File: config.mk
export PLATFORM = sky130hd
export DESIGN_NAME = aa_sizer
export DESIGN_NICKNAME = d
export VERILOG_FILES = /design/src/rtl/aa_sizer_pkg.sv /design/src/rtl/aa_size_pick.sv /design/src/rtl/aa_side_select.sv /design/src/rtl/aa_cfg_check.sv /design/src/rtl/aa_sizer.sv
export SDC_FILE = /design/constraint.sdc
export NUM_CORES = 1
export LEC_CHECK = 0
export ABC_AREA = 1
export BUFFER_PORTS_ARGS = -buffer_cell sky130_fd_sc_hd__buf_2
export CORE_MARGIN = 2
export CORE_UTILIZATION = 52
export CTS_CLUSTER_SIZE = 25
export DETAILED_ROUTE_END_ITERATION = 7
export HOLD_SLACK_MARGIN = 0.15
export PLACE_DENSITY_LB_ADDON = 0.3
export SYNTH_ARGS = -nofsm -noshare
export SYNTH_HDL_FRONTEND = slang
export SYNTH_SLANG_ARGS = --single-unit
File: constraint.sdc
create_clock -name clk -period 3.19 [get_ports clk]
set_input_delay 0.638 -clock clk [delete_from_list [all_inputs] [get_ports clk]]
set_output_delay 0.638 -clock clk [all_outputs]
set_load 0.005 [all_outputs]
File: src/rtl/aa_sizer_pkg.sv
package aa_sizer_pkg;

    typedef enum logic [1:0] {
        SIDE_NONE = 2'd0,
        SIDE_SRC  = 2'd1,
        SIDE_DST  = 2'd2
    } side_e;

    localparam logic [1:0] CODE_W4  = 2'b00;
    localparam logic [1:0] CODE_W1  = 2'b01;
    localparam logic [1:0] CODE_W2  = 2'b10;
    localparam logic [1:0] CODE_W16 = 2'b11;

    function automatic logic [4:0] code_bytes(input logic [1:0] c);
        case (c)
            CODE_W4:  code_bytes = 5'd4;
            CODE_W1:  code_bytes = 5'd1;
            CODE_W2:  code_bytes = 5'd2;
            default:  code_bytes = 5'd16;
        endcase
    endfunction

endpackage

File: src/rtl/aa_size_pick.sv
module aa_size_pick
    import aa_sizer_pkg::*;
#(
    parameter int CNT_W = 24
) (
    input  logic [3:0]       addr_lo,
    input  logic [CNT_W-1:0] left,
    input  logic [1:0]       cap_code,
    output logic [1:0]       code
);
    logic [4:0] cap_b;

    always_comb begin
        cap_b = code_bytes(cap_code);
        code  = CODE_W1;
        if (cap_b >= 5'd2 && left >= CNT_W'(2) && addr_lo[0] == 1'b0)
            code = CODE_W2;
        if (cap_b >= 5'd4 && left >= CNT_W'(4) && addr_lo[1:0] == 2'b00)
            code = CODE_W4;
        if (cap_b >= 5'd16 && left >= CNT_W'(16) && addr_lo == 4'h0)
            code = CODE_W16;
    end
endmodule

File: src/rtl/aa_side_select.sv
module aa_side_select
    import aa_sizer_pkg::*;
(
    input  logic       aa_en,
    input  logic [1:0] src_code,
    input  logic [1:0] dst_code,
    output side_e      side
);
    always_comb begin
        if (!aa_en)
            side = SIDE_NONE;
        else if (code_bytes(src_code) >= code_bytes(dst_code))
            side = SIDE_SRC;
        else
            side = SIDE_DST;
    end
endmodule

File: src/rtl/aa_cfg_check.sv
module aa_cfg_check
    import aa_sizer_pkg::*;
#(
    parameter int CNT_W = 24
) (
    input  side_e            side,
    input  logic [3:0]       src_lo,
    input  logic [3:0]       dst_lo,
    input  logic [CNT_W-1:0] count,
    input  logic [1:0]       src_code,
    input  logic [1:0]       dst_code,
    output logic             err
);
    logic [3:0] src_mask, dst_mask;
    logic       src_bad, dst_bad;

    always_comb begin
        src_mask = 4'(code_bytes(src_code) - 5'd1);
        dst_mask = 4'(code_bytes(dst_code) - 5'd1);
        src_bad  = ((src_lo & src_mask) != 4'h0) || ((count[3:0] & src_mask) != 4'h0);
        dst_bad  = ((dst_lo & dst_mask) != 4'h0) || ((count[3:0] & dst_mask) != 4'h0);
        case (side)
            SIDE_SRC: err = dst_bad;
            SIDE_DST: err = src_bad;
            default:  err = src_bad || dst_bad;
        endcase
    end
endmodule

File: src/rtl/aa_sizer.sv
module aa_sizer
    import aa_sizer_pkg::*;
#(
    parameter int ADDR_W = 32,
    parameter int CNT_W  = 24
) (
    input  logic              clk,
    input  logic              rst_n,
    input  logic              start,
    input  logic              aa_en,
    input  logic [ADDR_W-1:0] src_addr,
    input  logic [ADDR_W-1:0] dst_addr,
    input  logic [CNT_W-1:0]  byte_count,
    input  logic [1:0]        src_code,
    input  logic [1:0]        dst_code,
    input  logic              src_inc,
    input  logic              dst_inc,
    output logic              busy,
    output logic              done,
    output logic              cfg_err,
    output logic              acc_valid,
    output logic [ADDR_W-1:0] acc_src,
    output logic [ADDR_W-1:0] acc_dst,
    output logic [CNT_W-1:0]  acc_left,
    output logic [1:0]        acc_code,
    output logic [1:0]        acc_peer_code,
    output logic [1:0]        acc_side
);
    typedef struct packed {
        logic              busy;
        logic [ADDR_W-1:0] src;
        logic [ADDR_W-1:0] dst;
        logic [CNT_W-1:0]  left;
        logic [1:0]        scode;
        logic [1:0]        dcode;
        logic              sinc;
        logic              dinc;
        side_e             side;
        logic              err;
        logic              done;
        logic              vld;
        logic [ADDR_W-1:0] a_src;
        logic [ADDR_W-1:0] a_dst;
        logic [CNT_W-1:0]  a_left;
        logic [1:0]        a_code;
        logic [1:0]        a_peer;
        side_e             a_side;
    } st_t;

    st_t st_d, st_q;

    side_e      start_side;
    logic       start_err;
    logic [3:0] prim_lo, peer_lo;
    logic [1:0] prim_cap, peer_cap, prim_code, peer_code;
    logic [CNT_W-1:0] prim_bytes;

    aa_side_select u_side (
        .aa_en    (aa_en),
        .src_code (src_code),
        .dst_code (dst_code),
        .side     (start_side)
    );

    aa_cfg_check #(.CNT_W(CNT_W)) u_cfg (
        .side     (start_side),
        .src_lo   (src_addr[3:0]),
        .dst_lo   (dst_addr[3:0]),
        .count    (byte_count),
        .src_code (src_code),
        .dst_code (dst_code),
        .err      (start_err)
    );

    always_comb begin
        case (st_q.side)
            SIDE_SRC: begin
                prim_lo = st_q.src[3:0]; prim_cap = st_q.scode;
                peer_lo = st_q.dst[3:0]; peer_cap = st_q.dcode;
            end
            SIDE_DST: begin
                prim_lo = st_q.dst[3:0]; prim_cap = st_q.dcode;
                peer_lo = st_q.src[3:0]; peer_cap = st_q.scode;
            end
            default: begin
                prim_lo = 4'h0; prim_cap = st_q.scode;
                peer_lo = 4'h0; peer_cap = st_q.dcode;
            end
        endcase
    end

    aa_size_pick #(.CNT_W(CNT_W)) u_prim (
        .addr_lo  (prim_lo),
        .left     (st_q.left),
        .cap_code (prim_cap),
        .code     (prim_code)
    );

    assign prim_bytes = CNT_W'(code_bytes(prim_code));

    aa_size_pick #(.CNT_W(CNT_W)) u_peer (
        .addr_lo  (peer_lo),
        .left     (prim_bytes),
        .cap_code (peer_cap),
        .code     (peer_code)
    );

    always_comb begin
        st_d      = st_q;
        st_d.done = 1'b0;
        st_d.vld  = 1'b0;
        if (st_q.busy) begin
            st_d.vld    = 1'b1;
            st_d.a_src  = st_q.src;
            st_d.a_dst  = st_q.dst;
            st_d.a_left = st_q.left;
            st_d.a_code = prim_code;
            st_d.a_peer = peer_code;
            st_d.a_side = st_q.side;
            if (st_q.sinc || st_q.side == SIDE_SRC)
                st_d.src = st_q.src + ADDR_W'(prim_bytes);
            if (st_q.dinc || st_q.side == SIDE_DST)
                st_d.dst = st_q.dst + ADDR_W'(prim_bytes);
            st_d.left = st_q.left - prim_bytes;
            if (st_q.left == prim_bytes) begin
                st_d.busy = 1'b0;
                st_d.done = 1'b1;
            end
        end else if (start) begin
            st_d.src   = src_addr;
            st_d.dst   = dst_addr;
            st_d.left  = byte_count;
            st_d.scode = src_code;
            st_d.dcode = dst_code;
            st_d.sinc  = src_inc;
            st_d.dinc  = dst_inc;
            st_d.side  = start_side;
            st_d.err   = start_err;
            st_d.busy  = (byte_count != '0);
            st_d.done  = (byte_count == '0);
        end
    end

    always_ff @(posedge clk or negedge rst_n) begin
        if (!rst_n) st_q <= '0;
        else        st_q <= st_d;
    end

    assign busy          = st_q.busy;
    assign done          = st_q.done;
    assign cfg_err       = st_q.err;
    assign acc_valid     = st_q.vld;
    assign acc_src       = st_q.a_src;
    assign acc_dst       = st_q.a_dst;
    assign acc_left      = st_q.a_left;
    assign acc_code      = st_q.a_code;
    assign acc_peer_code = st_q.a_peer;
    assign acc_side      = st_q.a_side;


    count_step_chk: assert property (@(posedge clk) disable iff (!rst_n)
        st_q.busy |=> (st_q.left == $past(st_q.left) - CNT_W'(code_bytes(st_q.a_code))));


    size_fits_chk: assert property (@(posedge clk) disable iff (!rst_n)
        st_q.vld |-> (CNT_W'(code_bytes(st_q.a_code)) <= st_q.a_left));


    src_aligned_chk: assert property (@(posedge clk) disable iff (!rst_n)
        (st_q.vld && st_q.a_side == SIDE_SRC) |->
            ((st_q.a_src % ADDR_W'(code_bytes(st_q.a_code))) == '0));


    src_advance_chk: assert property (@(posedge clk) disable iff (!rst_n)
        (st_q.vld && st_q.a_side == SIDE_SRC) |->
            (st_q.src == st_q.a_src + ADDR_W'(code_bytes(st_q.a_code))));


    done_idle_chk: assert property (@(posedge clk) disable iff (!rst_n)
        st_q.done |-> !st_q.busy);


    record_gap_chk: assert property (@(posedge clk) disable iff (!rst_n)
        st_q.busy |=> st_q.vld);
endmodule

* Yosys cells after proc, flatten, opt, wreduce, memory -nomap -nowiden
Index checks and enable logic that the tools add are counted.
** Storage, ports and cells
- Word-level logic and storage cells :: 124
- Flip-flop bits (word level) :: 194
- Output and inout bits :: 98
** Cells by class
- Bitwise logic cells :: 7
- Mux-type cells :: 28
- Eq/ne operators :: 17
- $add $sub $neg :: 5
- Order comparisons :: 13
- Reduce and logical (&&, ||, !) cells :: 36
** Operators with widths (count)
- 2-to-1 mux 99 bit :: 1
- 2-to-1 mux 95 bit :: 1
- 2-to-1 mux 89 bit :: 1
- case mux 5 bit (3 select lines) :: 5
- adder 32 x 5 -> 32 bit :: 2
- 2-to-1 mux 32 bit :: 2
- equality test 24 x 5 -> 1 bit :: 1
- >= comparator 24 x 2 -> 1 bit (second input constant) :: 1
- >= comparator 24 x 3 -> 1 bit (second input constant) :: 1
- >= comparator 24 x 5 -> 1 bit (second input constant) :: 1
- logical NOT 24 bit :: 1
- nonzero test 24 bit :: 1
- subtractor 24 x 5 -> 24 bit :: 1
- 2-to-1 mux 2 bit :: 10
- bitwise AND 4 bit :: 4
- case mux 4 bit (2 select lines) :: 2
- nonzero test 4 bit :: 4
- >= comparator 5 x 2 -> 1 bit (second input constant) :: 3
- >= comparator 5 x 3 -> 1 bit (second input constant) :: 3
- >= comparator 5 bit (second input constant) :: 3
- equality test 2 x 1 -> 1 bit (second input constant) :: 7
- equality test 2 bit (second input constant) :: 7
- logical NOT 2 bit :: 7
- logical AND 1 bit :: 12
- other kinds (11) :: 25

* Logic depth before layout (Yosys ltp)
Gate-level depths: netlist of the first run.
- Word-level depth :: 19
- Depth in mapped cells :: 27
- Gate-level depth less buffers :: 26

* Hierarchy
A second synthesis of the first run with hierarchy kept.
** Second synthesis, totals
- Cell total of the unflattened synthesis :: 1775
- Area, all modules :: 12535.8 µm²
** By module, submodules not included
- aa_sizer :: cells an instance 1614, area each 11746.3 µm², seq. area each 4854.7 µm², times used 1
- aa_size_pick :: cells an instance 42, area each 196.4 µm², seq. area each 0.0 µm², times used 2
- aa_cfg_check :: cells an instance 47, area each 234.0 µm², seq. area each 0.0 µm², times used 1
- aa_side_select :: cells an instance 30, area each 162.7 µm², seq. area each 0.0 µm², times used 1

* Least setup slack after synthesis of the first run
Ideal clock, no wire load.
- Path type :: register to register
- Start point :: register st_q[97] (netlist bit)
- End point :: register st_q[155] (netlist bit)
- Data arrival time :: 3151 ps
- Setup slack :: -39 ps
- Period minus slack after synthesis :: 3229 ps
- Stages on the path, launching flop included :: 27
- Buffers on the path :: 1
- Required time :: 3113 ps
- Cells stage by stage :: dfrtp_1 inv_1 ha_1 buf_2 o21ai_0 inv_1 ha_1 a21oi_1 nand2_1 inv_1 nand2_1 nand2_2 inv_1 ha_1 ha_1 fa_1 nand2_1 nand2_1 nand2_1 nand2_2 nand2_4 inv_1 nand2_1 nand2_1 nand2_1 nand2_1 a21oi_1
** Between the ends
- Longest elaborated chain between the ends :: 15
- Elaborated cells on any way between the ends :: 33
- Those cells by class :: add/sub: 1; order compare: 3; eq/ne: 7; mux: 9; bitwise: 1; reduce/logical: 12
** Ends and longest elaborated chain
- start, declared :: RTL line aa_sizer.sv:50 : st_t st_d, st_q;
- start signal, assigned :: RTL line aa_sizer.sv:146 : else st_q <= st_d;
- equality test 2 bit :: RTL line aa_sizer.sv:76 : case (st_q.side)
- 2-to-1 mux 2 bit :: RTL line aa_sizer.sv:76
- equality test 2 bit, or another cell as far along :: RTL line aa_sizer_pkg.sv:15 : case (c)
- case mux 5 bit (3 select lines) :: RTL line aa_sizer_pkg.sv:15
- >= comparator 5 x 2 -> 1 bit :: RTL line aa_size_pick.sv:16 : if (cap_b >= 5'd2 && left >= CNT_W'(2) && addr_lo[0] == 1'b0)
- logical AND 1 bit (2 in a row) :: RTL line aa_size_pick.sv:16
- 2-to-1 mux 2 bit :: RTL line aa_size_pick.sv:16
- 2-to-1 mux 2 bit :: RTL line aa_size_pick.sv:18 : if (cap_b >= 5'd4 && left >= CNT_W'(4) && addr_lo[1:0] == 2'b00)
- 2-to-1 mux 2 bit * :: RTL line aa_size_pick.sv:20 : if (cap_b >= 5'd16 && left >= CNT_W'(16) && addr_lo == 4'h0)
- net prim_code[1] :: RTL line aa_sizer.sv:55 : logic [1:0] prim_cap, peer_cap, prim_code, peer_code;
- equality test 2 bit, or another cell as far along :: RTL line aa_sizer_pkg.sv:15
- case mux 5 bit (3 select lines) * :: RTL line aa_sizer_pkg.sv:15
- adder 32 x 5 -> 32 bit * :: RTL line aa_sizer.sv:123 : st_d.dst = st_q.dst + ADDR_W'(prim_bytes);
- 2-to-1 mux 32 bit * :: RTL line aa_sizer.sv:122 : if (st_q.dinc || st_q.side == SIDE_DST)
- 2-to-1 mux 89 bit * :: RTL line aa_sizer.sv:112 : if (st_q.busy) begin
The timed path passes the listed nets; every way through them passes the cells marked *. The select of a mux whose other input is x is not followed.
A chain may end at the register's enable or synchronous reset.

* Worst setup path in the final report of the first run
- Start point :: register st_q[97] (netlist bit)
- End point :: register st_q[147] (netlist bit)
The elaborated chain is that of the path after synthesis.

==> results of run 1 <==
## worst max-delay path by stage
stage	from	end	slack (ns)	cells after the start
final	st_q[97]$_DFFE_PN0P_	st_q[147]$_DFFE_PN0P_	-0.09	25
after global routing	st_q[97]$_DFFE_PN0P_	st_q[155]$_DFFE_PN0P_	-0.24	26
after CTS	st_q[97]$_DFFE_PN0P_	st_q[125]$_DFFE_PN0P_	0.008	25
after detailed placement	st_q[97]$_DFFE_PN0P_	st_q[128]$_DFFE_PN0P_	-0.30	23
after global placement	st_q[97]$_DFFE_PN0P_	st_q[155]$_DFFE_PN0P_	-0.14	26
after floorplan	st_q[97]$_DFFE_PN0P_	st_q[155]$_DFFE_PN0P_	0.02	26
## metal layers
| layer | GRT usage (%) | vias to the layer above |
|---|---|---|
| li1 | - | 5668 |
| met3 | 5.04 | 77 |
| met2 | 45.4 | 427 |
| met5 | 0 | - |
| met1 | 37.4 | 5533 |
| met4 | 10.4 | 2 |
## stage by stage
stage               setup TNS (ns)  hold slack, ns  total power (µW)  area, µm²
floorplan                        0           0.342              8240      12200
global placement             -1.62           0.452              9650      13100
detailed placement          -10.81           0.453              9790      13100
CTS                              0           0.227             12200      13900
global route                 -8.96           0.249             13900      14500
finish                       -1.02           0.214             12900      14500
## report_power, final
part / total (µW) / internal [µW] / switching, µW / leakage (µW)
registers: 4230 / 3420 / 805 / 0.00208
logic: 6430 / 2600 / 3820 / 0.00474
clock network: 2260 / 1210 / 1050 / 0.000294
total: 12900 / 7230 / 5680 / 0.00711
## cell usage after synthesis (5+ instances only)
cell type,count
sky130_fd_sc_hd__o211ai_1,9
sky130_fd_sc_hd__nand2_1,446
sky130_fd_sc_hd__nand2_2,15
sky130_fd_sc_hd__nor3_1,14
sky130_fd_sc_hd__o22ai_1,5
sky130_fd_sc_hd__a21oi_1,89
sky130_fd_sc_hd__nor2_2,12
sky130_fd_sc_hd__buf_2,29
sky130_fd_sc_hd__a22oi_1,19
sky130_fd_sc_hd__inv_1,163
sky130_fd_sc_hd__clkbuf_1,12
sky130_fd_sc_hd__dfrtp_1,194
sky130_fd_sc_hd__o21ai_0,114
sky130_fd_sc_hd__xor2_1,7
sky130_fd_sc_hd__or2_2,8
sky130_fd_sc_hd__nand4_1,29
sky130_fd_sc_hd__nand3_1,120
sky130_fd_sc_hd__ha_1,36
sky130_fd_sc_hd__buf_1,9
sky130_fd_sc_hd__nor2_1,189
sky130_fd_sc_hd__o21ai_1,13
sky130_fd_sc_hd__buf_4,100
## flip-flops by register name (all words and copies together), names as in the netlist, 2 cells and up
signal,flops
acc_side,2
acc_dst,32
acc_peer_code,2
acc_src,32
acc_left,24
acc_code,2
st_q,96
## cells by family (layout without fill, tap and decap cells)
| logic type | Yosys count | in the layout |
|---|---|---|
| adders and majority gates | 39 | 39 |
| buffers and inverters | 320 | 484 |
| DFF | 194 | 194 |
| other | 0 | 1 |
| and+or+nand+nor | 851 | 853 |
| AOI/OAI and AO/OA | 272 | 272 |
| xor gates and xnor gates | 7 | 7 |
## critical path, delay by kind of cell, from the launching register on
kind | cells | cell delay, ns
adders and majority gates | 5 | 1.08
and+or+nand+nor | 12 | 0.89
buffers and inverters | 5 | 0.44
AOI/OAI and AO/OA | 3 | 0.42
DFF | 1 | 0.39
## layout make-up
cell class	instances	area (µm²)
clock buffers	18	439
well taps	319	399
fillers	2089	8800
multi-input cells	1171	6240
clock inverters	14	166
diodes	1	2.50
inverters	169	642
flip-flops and latches	194	4860
repair buffers	283	1710
## repair_timing
| item | 4_1_cts | 5_1_grt |
|---|---|---|
| pin swaps | 10 | 48 |
| gates cloned | 0 | 2 |
| setup endpoints to repair | 75 | 76 |
| buffers inserted | 6 | 13 |
| gates resized for setup | 30 | 108 |
==> metrics, run 1 <==
first-pass GRT wire length ~54 mm; critical path startpoint category register; area fraction of the dominant cell type after synthesis 39.8%; required arrival time at the worst endpoint around 3.6 ns; placement-stage worst setup slack -0.303 ns; most frequent standard cell in the layout excluding fill and tap cells sky130_fd_sc_hd__nand2_1; cell types occupying the most area after synthesis sky130_fd_sc_hd__dfrtp_1 (40%), sky130_fd_sc_hd__nand2_1 (14%), sky130_fd_sc_hd__buf_4 (6.2%); fraction of the yosys area taken by sequential cells between 30% and 40%; Worst VDD drop just under 0.0005 V; pwr dens 893 nW/µm²; clock latency reported for the late side of the worst-skew pair roughly 0.44 ns; post-detailed-route wirelength per cell about 16 µm; total placed cells including tap cells approximately 2100; DRC marker count from the first detailed-route iteration 916; Async SR Flop Fraction 100%; routed wire length around 35 mm; Top-Level Pins 196; Critical Path Slowest Stage Cell sky130_fd_sc_hd__dfrtp_1; overall die area 24700 µm²; delay of the slowest critical-path stage ~0.39 ns; number of global-route vias before repair ~11000; final core utilization just over 60%; Max FO, Critical Path 8; Starting Density a little over half; Sinks on Clock Net around 190; Highest Signal Layer met5; maximum number of pins on one net before global-route repair roughly 180; worst reg2reg path startpoint st_q[97]$_DFFE_PN0P_; number of nets produced by synthesis approximately 1800; portion of the clock cycle consumed by the worst path in the final layout 103%; share of the synthesized area in compound gates (AO/OA/AOI/OAI) about 12%; Post-route DRC 0; DR vias between 10000 and 15000; number of max-cap violations 0; detailed-placement wirelength estimate 24.4 mm; xor and xnor area share after synthesis less than 1%; Cell Rows between 50 and 60; global-route usage over all layers approximately 28%; vias per std cell between 5 and 6; adder-cell area share of the yosys netlist between 4 and 5%; number of hold-slack violations in the final timing report 0; # H-tree levels 4; count of placed standard cells in the final layout, fillers left out approximately 2200; average size of a mapped cell just over 7 µm²; skew final ~0.011 ns; status finished with violations; Netlist Area Pre-Place ~12000 µm²; worst-case reg-to-reg path depth 25; total CTS buffers 17; Post-CTS Hold Buffers 0; leakage between 0.007 and 0.008 µW; Post-Syn Instances approximately 1700; highest attainable clock frequency between 0.3 and 0.4 GHz; reg-to-reg critical path endpoint st_q[147]$_DFFE_PN0P_; clock slew seen by the registers of the worst setup and hold paths 0.08 ns; basic-gate share of the synthesized area counting and, or, nand and nor cells between 20 and 30%; endpoint kind of the worst setup timing path register; # nets final around 2000; initial antenna violation count 2; total of buffers placed on input and output ports a little under 200; Worst Setup Path Type register to register; Main synth FF type sky130_fd_sc_hd__dfrtp_1; global placement routability congestion 0.945; commonest non-fill, non-tap cells in the layout sky130_fd_sc_hd__nand2_1 (414), sky130_fd_sc_hd__buf_2 (194), sky130_fd_sc_hd__dfrtp_1 (193); DR WL met2 16.3 mm; count of state elements after synthesis ~190; setup slack after layout -0.0899 ns; number of distinct library cells after synthesis 45; headroom to the max-slew limit between 40% and 50%; largest family of logic cells by synthesized area simple AND/OR/NAND/NOR gates; layout cell share with drive strength beyond 1 about a quarter; die span in y ~160 µm; count of antenna-violating nets left after detailed routing 0; Metal-1 WL about 15 mm; worst hold path class input pin to async pin; mux contribution to synthesized area 0%; post-synth top area cell sky130_fd_sc_hd__dfrtp_1; most numerous cell on the critical path sky130_fd_sc_hd__nand2_2; first-pass detailed-route iteration total 5; number of enable flip-flop cells after synthesis 0; Period minus WS final around 3.3 ns; RSZ-0062 raised after global routing true; Synth-to-Final Area Change 18.6%; DIE WIDTH ~160 µm; buffer depth of the longest clock path 2; CTS tree done; violations in the final reports negative setup slack; arrival time of the worst setup path between 3 and 4 ns; endpoints failing setup 30; root buffer cell sky130_fd_sc_hd__clkbuf_16; Core Footprint about 23000 µm²; GRT Residual Overflow 0; number of max-slew violations in the final report 0; slack of the worst reg-to-reg path -0.09 ns; met3 WL post-DR between 2 and 2.5 mm; worst-margin pin slew about 0.86 ns; number of warnings printed during yosys synthesis 0
Note: power is estimated with default switching activity, not from simulation.
==> run 2, diff against run 1 <==
--- a/config.mk
+++ b/config.mk
@@ -5,10 +5,9 @@
 export SDC_FILE = /design/constraint.sdc
 export NUM_CORES = 1
 export LEC_CHECK = 0
-export ABC_AREA = 1
 export BUFFER_PORTS_ARGS = -buffer_cell sky130_fd_sc_hd__buf_2
 export CORE_MARGIN = 2
-export CORE_UTILIZATION = 52
+export CORE_UTILIZATION = 38
 export CTS_CLUSTER_SIZE = 25
 export DETAILED_ROUTE_END_ITERATION = 7
 export HOLD_SLACK_MARGIN = 0.15
==> run 2 against run 1 <==
Net effect:
- the flow still finishes with violations (negative setup slack)
- wire length decreased by 12%
- clock power fell by 7%
- global-route usage shrank 7.2 points
- via count fell by 23%
- critical path depth shrank 10
- critical endpoint is now st_q[191]$_DFFE_PN0P_
- largest cell class unchanged
==> metrics, run 2 <==
number of warnings printed during yosys synthesis 0; endpoints failing setup approximately 80; Starting Density about two fifths; number of hold-slack violations in the final timing report 0; # nets final 1438; number of enable flip-flop cells after synthesis 0; DRC marker count from the first detailed-route iteration between 500 and 600; Period minus WS final between 3 and 4 ns; die span in y around 170 µm; Synth-to-Final Area Change 24.7%; Top-Level Pins between 150 and 200; Sinks on Clock Net a little under 200; proportion of total power due to net switching 36.6%; worst-margin pin slew around 0.77 ns; count of antenna-violating nets left after detailed routing 0; clock power share a little over a fifth; Bufs and invs on worst path 1; RSZ-0062 raised after global routing true; worst-case reg-to-reg path depth 15; Netlist Area Pre-Place ~11000 µm²; worst hold path class input pin to async pin; crit-path leading delay family simple AND/OR/NAND/NOR gates; number of nets produced by synthesis 1248; initial antenna violation count 3; status finished with violations; count of state elements after synthesis roughly 190; layout cell share with drive strength beyond 1 about 41%; first-pass detailed-route iteration total 7; detailed-placement wirelength estimate 22.7 mm; critical path startpoint category register; headroom to the max-slew limit 48.2%; Worst VDD drop 0.000366 V; average size of a mapped cell slightly below 10 µm²; delay of the slowest critical-path stage about 0.56 ns; most numerous cell in the Yosys netlist sky130_fd_sc_hd__dfrtp_1; cell types occupying the most area after synthesis sky130_fd_sc_hd__dfrtp_1 (44%), sky130_fd_sc_hd__mux2_2 (8.8%), sky130_fd_sc_hd__buf_4 (6.4%); part of the power in combinational logic 41.6%; overall die area about 30000 µm²; Post-route DRC 0; vias per std cell 5.32; global placement routability congestion 0.880; skew final between 0.015 and 0.02 ns; Main synth FF type sky130_fd_sc_hd__dfrtp_1; root buffer cell sky130_fd_sc_hd__clkbuf_16; number of global-route vias before repair approximately 9000; highest attainable clock frequency ~0.27 GHz; CTS tree done; number of max-slew violations in the final report 0; most numerous cell on the critical path sky130_fd_sc_hd__ha_4; Reg with most FFs st_q; internal portion of total power 6370 µW; commonest non-fill, non-tap cells in the layout sky130_fd_sc_hd__buf_2 (194), sky130_fd_sc_hd__dfrtp_1 (193), sky130_fd_sc_hd__buf_4 (108); number of distinct library cells after synthesis 67; Critical Path Slowest Stage Cell sky130_fd_sc_hd__or4_4; Largest register FFs 96; endpoint kind of the worst setup timing path register; area fraction of the dominant cell type after synthesis ~44%; cell count along the critical path 15; global-route usage over all layers ~21%; post-synth top area cell sky130_fd_sc_hd__dfrtp_1; number of max-cap violations 0; routed wire length between 30 and 40 mm; Worst Setup Path Type register to register; first-pass GRT wire length just under 50 mm; Core Footprint 28600 µm²; Sequential Power Share 37.5%; pwr dens between 700 and 800 nW/µm²; maximum number of pins on one net before global-route repair 64; placement-stage worst setup slack -0.610 ns; aggregate negative setup slack -28.69 ns; DIE WIDTH roughly 170 µm; list of cells traversed by the critical path or4_4, nor3b_4, nand4_1, a21oi_2, a31oi_2, inv_2, ha_4, ha_4, fa_2, a21o_1, a31o_2, and3_4, nand3_4, o311a_1, a211o_1; clock latency reported for the late side of the worst-skew pair roughly 0.45 ns; required arrival time at the worst endpoint 3.52 ns; post-detailed-route wirelength per cell about 18 µm; GRT Residual Overflow 0; most frequent standard cell in the layout excluding fill and tap cells sky130_fd_sc_hd__buf_2; leakage roughly 0.006 µW; buffer depth of the longest clock path 2; number of fill cells in the layout roughly 2700; Post-Syn Instances 1111; setup slack after layout -0.567 ns; clock slew seen by the registers of the worst setup and hold paths 0.08 ns; most used standard cells in the synthesized netlist sky130_fd_sc_hd__dfrtp_1 (194), sky130_fd_sc_hd__nand2_1 (99), sky130_fd_sc_hd__buf_4 (94); arrival time of the worst setup path 4.09 ns; total of buffers placed on input and output ports just under 200; fraction of the yosys area taken by sequential cells ~44%; Max FO, Critical Path 5; total CTS buffers 17; Cell Rows 62; violations in the final reports negative setup slack; Sw Pwr 3680 µW; portion of the clock cycle consumed by the worst path in the final layout 118%; Async SR Flop Fraction 100%; # H-tree levels 4; DR vias about 9000
[run 2: through the flow]
stage               instances  area [µm²]  utilization, %  total power [µW]  hold slack (ns)
floorplan                1111       11300               -              6380            0.342
finish                   1700       13700            47.9             10000            0.177
global placement         1652       12700            44.2              7560            0.468
detailed placement       1652       12700            44.2              7660            0.472
CTS                      1696       13600            47.5             10100            0.191
global route             1699       13700            47.9             10800            0.210
[run 2: cell families (layout without fill, tap and decap cells)]
group | count (synthesis) | in the layout | share of synthesized area (%)
AND/OR/NAND/NOR | 323 | 323 | 15.0
AO/OA/AOI/OAI | 241 | 241 | 14.3
flip-flops | 194 | 194 | 44.2
buffers and inverters | 187 | 389 | 9.63
multiplexers | 96 | 96 | 9.72
adder cells (fa/ha/maj) | 39 | 39 | 4.64
XOR/XNOR | 31 | 31 | 2.47
other | 0 | 3 | 0
[run 2: path summary, 6_finish.rpt]
check                                      startpoint                 endpoint  slack, ns
worst min register to register  st_q[100]$_DFFE_PN0P_    st_q[100]$_DFFE_PN0P_       0.50
min in group clk                                aa_en      cfg_err$_DFFE_PN0P_       0.39
max in group asynchronous                       rst_n    st_q[172]$_DFFE_PN0P_       2.19
worst min-delay path                            rst_n  acc_left[6]$_DFFE_PN0P_       0.18
worst max-delay path            st_q[114]$_DFFE_PN0P_    st_q[191]$_DFFE_PN0P_      -0.57
worst max register to register  st_q[114]$_DFFE_PN0P_    st_q[191]$_DFFE_PN0P_      -0.57
[run 2: repair_timing]
| action | 4_1_cts | 5_1_grt |
|---|---|---|
| setup buffers | 13 | 2 |
| resized for setup | 78 | 17 |
| pin swaps | 66 | 9 |
| endpoints found under the hold margin | 0 | 0 |
| hold buffers | 0 | 0 |
| endpoints found under the setup margin | 80 | 84 |
[run 2: layout make-up]
type                    count  area, µm²  share of cell area (%)
inverters                  41        154                    1.12
flip-flops and latches    194       4860                    35.4
well taps                 384        480                    3.50
multi-input cells         730       5680                    41.4
repair buffers            317       1970                    14.4
diodes                      3       7.51                  0.0548
clock inverters            13        118                   0.858
clock buffers              18        439                    3.20
[run 2: power groups by stage]
stage	logic (µW)	registers, µW	clock network, µW
floorplan	2690	3690	0
global placement	3790	3770	0
detailed placement	3860	3800	0
CTS	4150	3760	2150
global route	4640	3870	2250
finish	4180	3770	2100
[run 2: layer usage]
metal,track usage (%),vias to the layer above,share of wire (%)
met2,33.6,201,48
met5,0,-,0.042
met3,4.13,48,4.2
li1,-,4289,-
met1,27.9,4499,45
met4,6.20,2,2.0
